$ cat src/rtl/sercfg_pkg.sv
package sercfg_pkg;
  localparam int CNT_W   = 12;
  localparam int DLY_W   = 6;
  localparam int GATE_N  = 6;
  localparam int ADDR_W  = 3;
  localparam int DATA_W  = 8;
  localparam int FRAME_W = ADDR_W + DATA_W;

  typedef struct packed {
    logic [CNT_W-1:0]  line_count;
    logic [DLY_W-1:0]  clk_delay;
    logic              hsync_invert;
    logic              adc_hiz;
    logic [GATE_N-1:0] force_low;
    logic [1:0]        sync_delay;
    logic              clk_ext_sel;
    logic              ext_pecl;
    logic              count_off;
    logic [1:0]        cp_code;
    logic              osc_high;
    logic [1:0]        div_code;
  } cfg_t;

  localparam logic [ADDR_W-1:0] A_CNT_LO = 3'd1;
  localparam logic [ADDR_W-1:0] A_CNT_HI = 3'd2;
  localparam logic [ADDR_W-1:0] A_TIMING = 3'd3;
  localparam logic [ADDR_W-1:0] A_GATES  = 3'd4;
  localparam logic [ADDR_W-1:0] A_CLKGEN = 3'd5;

  function automatic logic [ADDR_W-1:0] frame_addr(input logic [FRAME_W-1:0] w);
    return w[ADDR_W-1:0];
  endfunction

  function automatic logic [DATA_W-1:0] frame_data(input logic [FRAME_W-1:0] w);
    return w[FRAME_W-1:ADDR_W];
  endfunction

  function automatic logic addr_used(input logic [ADDR_W-1:0] a);
    return (a >= A_CNT_LO) && (a <= A_CLKGEN);
  endfunction

  // Merge one committed word into the current configuration.
  function automatic cfg_t apply_write(input cfg_t cur, input logic [ADDR_W-1:0] a,
                                       input logic [DATA_W-1:0] d);
    cfg_t n;
    n = cur;
    case (a)
      A_CNT_LO: n.line_count[7:0] = d;
      A_CNT_HI: n.line_count[CNT_W-1:8] = d[CNT_W-9:0];
      A_TIMING: begin
        n.clk_delay    = d[DLY_W-1:0];
        n.hsync_invert = d[6];
        n.adc_hiz      = d[7];
      end
      A_GATES: begin
        n.force_low  = d[GATE_N-1:0];
        n.sync_delay = d[7:6];
      end
      A_CLKGEN: begin
        n.clk_ext_sel = d[0];
        n.ext_pecl    = d[1];
        n.count_off   = d[2];
        n.cp_code     = d[4:3];
        n.osc_high    = d[5];
        n.div_code    = d[7:6];
      end
      default: n = cur;
    endcase
    return n;
  endfunction
endpackage

$ cat src/rtl/sercfg_sync.sv
module sercfg_sync #(
  parameter int STAGES = 2
) (
  input  logic clk,
  input  logic rst,
  input  logic ser_clk,
  input  logic ser_dat,
  input  logic ser_csn,
  output logic dat_s,
  output logic csn_s,
  output logic sck_rise,
  output logic cs_rise
);
  logic [STAGES-1:0] sck_q, dat_q, csn_q;
  logic sck_prev, csn_prev;

  always_ff @(posedge clk) begin
    if (rst) begin
      sck_q    <= '0;
      dat_q    <= '0;
      csn_q    <= '1;
      sck_prev <= 1'b0;
      csn_prev <= 1'b1;
    end else begin
      sck_q    <= {sck_q[STAGES-2:0], ser_clk};
      dat_q    <= {dat_q[STAGES-2:0], ser_dat};
      csn_q    <= {csn_q[STAGES-2:0], ser_csn};
      sck_prev <= sck_q[STAGES-1];
      csn_prev <= csn_q[STAGES-1];
    end
  end

  assign dat_s    = dat_q[STAGES-1];
  assign csn_s    = csn_q[STAGES-1];
  assign sck_rise = sck_q[STAGES-1] & ~sck_prev;
  assign cs_rise  = csn_q[STAGES-1] & ~csn_prev;

  // a commit strobe lasts exactly one cycle
  p_commit_single_r2: assert property (@(posedge clk) disable iff (rst)
    cs_rise |=> !cs_rise);
endmodule

$ cat src/rtl/sercfg_shift.sv
module sercfg_shift
  import sercfg_pkg::*;
(
  input  logic               clk,
  input  logic               rst,
  input  logic               dat_s,
  input  logic               csn_s,
  input  logic               sck_rise,
  input  logic               cs_rise,
  output logic [FRAME_W-1:0] word,
  output logic               wr_fire
);
  always_ff @(posedge clk) begin
    if (rst) word <= '0;
    else if (sck_rise && !csn_s) word <= {word[FRAME_W-2:0], dat_s};
  end

  assign wr_fire = cs_rise;

  // bit clock edges seen while deselected leave the word alone
  p_shift_gated_r9: assert property (@(posedge clk) disable iff (rst)
    (sck_rise && csn_s) |=> $stable(word));
endmodule

$ cat src/rtl/sercfg_regs.sv
module sercfg_regs
  import sercfg_pkg::*;
(
  input  logic               clk,
  input  logic               rst,
  input  logic [FRAME_W-1:0] word,
  input  logic               wr_fire,
  output cfg_t               cfg
);
  logic [ADDR_W-1:0] wr_addr;
  logic [DATA_W-1:0] wr_data;
  logic              wr_hit;

  assign wr_addr = frame_addr(word);
  assign wr_data = frame_data(word);
  assign wr_hit  = wr_fire && addr_used(wr_addr);

  always_ff @(posedge clk) begin
    if (rst) cfg <= '0;
    else if (wr_hit) cfg <= apply_write(cfg, wr_addr, wr_data);
  end

  // the bank only moves in the cycle after a commit
  p_change_needs_commit_r9: assert property (@(posedge clk) disable iff (rst)
    !wr_fire |=> $stable(cfg));
  // unused addresses leave the bank untouched
  p_unused_addr_r8: assert property (@(posedge clk) disable iff (rst)
    (wr_fire && !addr_used(wr_addr)) |=> $stable(cfg));
  // the high counter write keeps the low byte
  p_cnt_hi_keeps_lo_r4: assert property (@(posedge clk) disable iff (rst)
    (wr_fire && wr_addr == A_CNT_HI) |=> $stable(cfg.line_count[7:0]));
endmodule

$ cat src/rtl/sercfg_top.sv
module sercfg_top
  import sercfg_pkg::*;
#(
  parameter int SYNC_STAGES = 2
) (
  input  logic              clk,
  input  logic              rst,
  input  logic              ser_clk,
  input  logic              ser_dat,
  input  logic              ser_csn,
  output logic [CNT_W-1:0]  line_count,
  output logic [DLY_W-1:0]  clk_delay,
  output logic              hsync_invert,
  output logic              adc_hiz,
  output logic [GATE_N-1:0] force_low,
  output logic [1:0]        sync_delay,
  output logic              clk_ext_sel,
  output logic              ext_pecl,
  output logic              count_off,
  output logic [1:0]        cp_code,
  output logic              osc_high,
  output logic [1:0]        div_code
);
  logic dat_s, csn_s, sck_rise, cs_rise, wr_fire;
  logic [FRAME_W-1:0] word;
  cfg_t cfg;

  sercfg_sync #(.STAGES(SYNC_STAGES)) u_sync (
    .clk(clk), .rst(rst), .ser_clk(ser_clk), .ser_dat(ser_dat), .ser_csn(ser_csn),
    .dat_s(dat_s), .csn_s(csn_s), .sck_rise(sck_rise), .cs_rise(cs_rise));

  sercfg_shift u_shift (
    .clk(clk), .rst(rst), .dat_s(dat_s), .csn_s(csn_s), .sck_rise(sck_rise),
    .cs_rise(cs_rise), .word(word), .wr_fire(wr_fire));

  sercfg_regs u_regs (
    .clk(clk), .rst(rst), .word(word), .wr_fire(wr_fire), .cfg(cfg));

  assign line_count   = cfg.line_count;
  assign clk_delay    = cfg.clk_delay;
  assign hsync_invert = cfg.hsync_invert;
  assign adc_hiz      = cfg.adc_hiz;
  assign force_low    = cfg.force_low;
  assign sync_delay   = cfg.sync_delay;
  assign clk_ext_sel  = cfg.clk_ext_sel;
  assign ext_pecl     = cfg.ext_pecl;
  assign count_off    = cfg.count_off;
  assign cp_code      = cfg.cp_code;
  assign osc_high     = cfg.osc_high;
  assign div_code     = cfg.div_code;

  // reset clears the outputs
  p_reset_clear_r1: assert property (@(posedge clk)
    rst |=> (line_count == '0 && force_low == '0 && clk_delay == '0));
endmodule

$ cat config.mk
export PLATFORM = sky130hd
export DESIGN_NAME = sercfg_top
export DESIGN_NICKNAME = d
export VERILOG_FILES = /design/src/rtl/sercfg_pkg.sv /design/src/rtl/sercfg_sync.sv /design/src/rtl/sercfg_shift.sv /design/src/rtl/sercfg_regs.sv /design/src/rtl/sercfg_top.sv
export SDC_FILE = /design/constraint.sdc
export NUM_CORES = 1
export LEC_CHECK = 0
export ABC_AREA = 1
export BUFFER_PORTS_ARGS = -buffer_cell sky130_fd_sc_hd__buf_2
export CAP_MARGIN = 25
export CORE_AREA = 5 5 101 103
export CTS_CLUSTER_DIAMETER = 100
export DETAILED_ROUTE_END_ITERATION = 16
export DIE_AREA = 0 0 106 108
export SYNTH_ARGS = -nofsm -noshare
export SYNTH_HDL_FRONTEND = slang
export SYNTH_HIERARCHICAL = 1
export SYNTH_SLANG_ARGS = --single-unit
$ cat constraint.sdc
create_clock -name clk -period 1.3 [get_ports clk]
set_clock_uncertainty 0.1 [all_clocks]
set_input_delay 0.065 -clock clk [delete_from_list [all_inputs] [get_ports clk]]
set_output_delay 0.065 -clock clk [all_outputs]
set_load 0.1 [all_outputs]
==> reports/results.txt <==
Share of cells above drive strength 1 -> 38.0%
Initial antenna violation count -> 0
Critical Path Start Type -> flop
Most numerous cell in the Yosys netlist -> nor2_1
Pin count of the biggest net entering global routing -> 37
Fillers -> 980
Clock slew at reported path FFs -> 0.10 ns
Slew Viols, Final -> 0
Ys async rst share -> 0%
Placed Instances -> 455
Leakage -> 0.00137 µW
Status -> finished with violations
Netlist cell types -> 19
F_max -> 0.769 GHz
Clock Path Buffers -> 2
Detail-routed via count per cell -> 4.04
Root buffer cell -> clkbuf_8
Critical Setup Path Class -> flop to flop
Rows -> 35
Routed WL -> 5.11 mm
Routed Antenna Nets -> 0
Drt pass-1 iters -> 4
Top-Level Pins -> 41
Mapped cell area -> 2250 µm²
Synth top area share -> 48.9%
DP Area -> 2620 µm²
Initial DRC count -> 87
Peak supply drop -> 0.377 mV
Hold crit path type -> input pin to flop
Vias in the first global route -> 1,875
Number of synthesized flops with an enable pin -> 0
Slew @ Worst Pin -> 0.500 ns
Crit path from -> u_sync/csn_q[1]
Height of the chip -> 108 µm
Port bufs -> 40
TritonCTS clock tree -> yes
Die area -> 11,400 µm²
Skew-Pair Late Insertion Delay -> 0.31 ns
Core Area -> 9110 µm²
Post-synthesis area per instance -> 7.30 µm²
Chip Width -> 106 µm
Failing checks -> setup timing
Final Hold Viols -> 0
CP max FO -> 8
PwrDens -> 962 nW/µm²
Arrival @ worst endpoint -> 1.41 ns
Via count -> 1,934
Max Cap Violations -> 0
Synthesized instance count -> 308
Post-synth top flop -> dfxtp_1
Initial Util -> 24.7%
Cts bufs inserted -> 5
DP HPWL -> 3.51 mm
Yosys warning count -> 6
DRC viols -> 0
Crit end category -> flop
RR Startpoint -> u_sync/csn_q[1]
Grt total ovfl -> 0
Period Utilization, post-route -> 100%
Final net count -> 372
Routability cong. -> 0.777
Sequential element share of the synthesized area -> 48.9%
Antenna cells -> 0
Net Count, Synth -> 313
CTS sink count -> 55
Fin cells -> 479
Top cells by count, synth -> nor2_1, dfxtp_1, nand2_1
Setup-failing EPs final -> 1
Final instance area -> 2950 µm²
GRT Util Overall -> 8.96%
First-pass GRT wire length -> 8.35 mm
Area growth syn-to-layout -> 31.0%
Max_slew headroom -> 66.9%
Area contributors post-synth -> dfxtp_1, nor2_1, nand2_1
Drt wl/cell -> 10.7 µm
Unrepaired setup endpoints after global routing -> true
Synth area leader -> dfxtp_1
Min-delay src -> rst
Post-synthesis register bit count -> 55
Worst EP required -> 1.41 ns
Final Critical Period -> 1.30 ns
Final WS setup -> -0.00115 ns
CTS H-tree lvls -> 2
## path summary, 6_finish.rpt
check | endpoint | slack, ns | cells after the start
hold / removal | u_shift/word[3] | 0.18 | 4
setup / recovery | u_regs/cfg[25] | -0.001 | 9
hold reg to reg | u_sync/csn_q[1] | 0.31 | 2
setup reg to reg | u_regs/cfg[25] | -0.001 | 9
## state kept, by name, summed over array words and instances (netlist names)
| name | cells |
|---|---|
| u_regs/cfg | 36 |
| u_shift/word | 11 |
| u_sync/csn_q | 2 |
| u_sync/dat_q | 2 |
| u_sync/sck_q | 2 |
| u_sync/csn_prev | 1 |
| u_sync/sck_prev | 1 |
## through the flow
stage	hold slack (ns)	util [%]	setup WS [ns]	power, µW	setup TNS, ns
final	0.184	32.4	-0.00115	2840	-0.00115
after global routing	0.245	32.4	-0.0876	2990	-0.977
after CTS	0.184	31.0	0.00891	2870	0
after detailed placement	0.162	28.8	-0.0296	1880	-0.364
after global placement	0.158	28.8	0.00269	1880	0
after floorplan	0.0362	-	0.000901	1850	0
## cell usage in the layout, fill, tap and decap left out, drive strengths merged
cell type    count
nor2           107
nand2           56
dfxtp           55
buf             50
inv             47
o21ai           16
nand3           12
dlygate4sd3     10
clkbuf           6
nand4            6
clkinv           3
## final cells by class
class	instances	area [µm²]	area share (%)
Inverter	47	180	6.11
Clock inverter	3	22.5	0.764
Tap cell	111	139	4.71
Timing Repair Buffer	61	433	14.7
Multi-Input combinational cell	197	951	32.3
Sequential cell	55	1150	39.1
Clock buffer	5	68.8	2.33
## per-layer routing
metal | vias to the layer above | GRT usage (%) | wire, µm | share of wire, %
li1 | 1034 | - | - | -
met1 | 855 | 10.8 | 2410 | 47
met2 | 37 | 14.9 | 2310 | 45
met3 | 8 | 3.40 | 325 | 6.4
met4 | 0 | 2.78 | 61 | 1.2
met5 | - | 0 | 0 | 0
## timing repair
| item | in CTS | in global routing |
|---|---|---|
| endpoints found under the setup margin | 28 | 38 |
| hold buffers | 10 | 0 |
| gates resized for setup | 5 | 19 |
| buffers inserted | 0 | 3 |
| gates cloned | 0 | 3 |
| pin swaps | 0 | 4 |
| hold endpoints to repair | 8 | 0 |
## kinds of logic (layout without fill, tap and decap cells)
kind of cell           Yosys count  count (layout)  share of synthesized area, %
AOI/OAI and AO/OA               16              16                          3.56
DFF                             55              55                          48.9
buffers and inverters           58             116                          11.8
and+or+nand+nor                179             181                          35.7
## critical path: stages, from the launching register on
cell and delay [ns]:
dfxtp_2 0.34, inv_2 0.05, nor2_4 0.08, buf_6 0.14, nand2_4 0.06, nor2_4 0.16
buf_12 0.13, nand2_1 0.05, nand2_1 0.06, nor2_1 0.04
## report_power, final
part           total, µW  internal (µW)  switching, µW
sequential          1710           1700           12.8
combinational        158           67.3           91.1
clock                969            391            578
(Power assumes the default switching activity.)
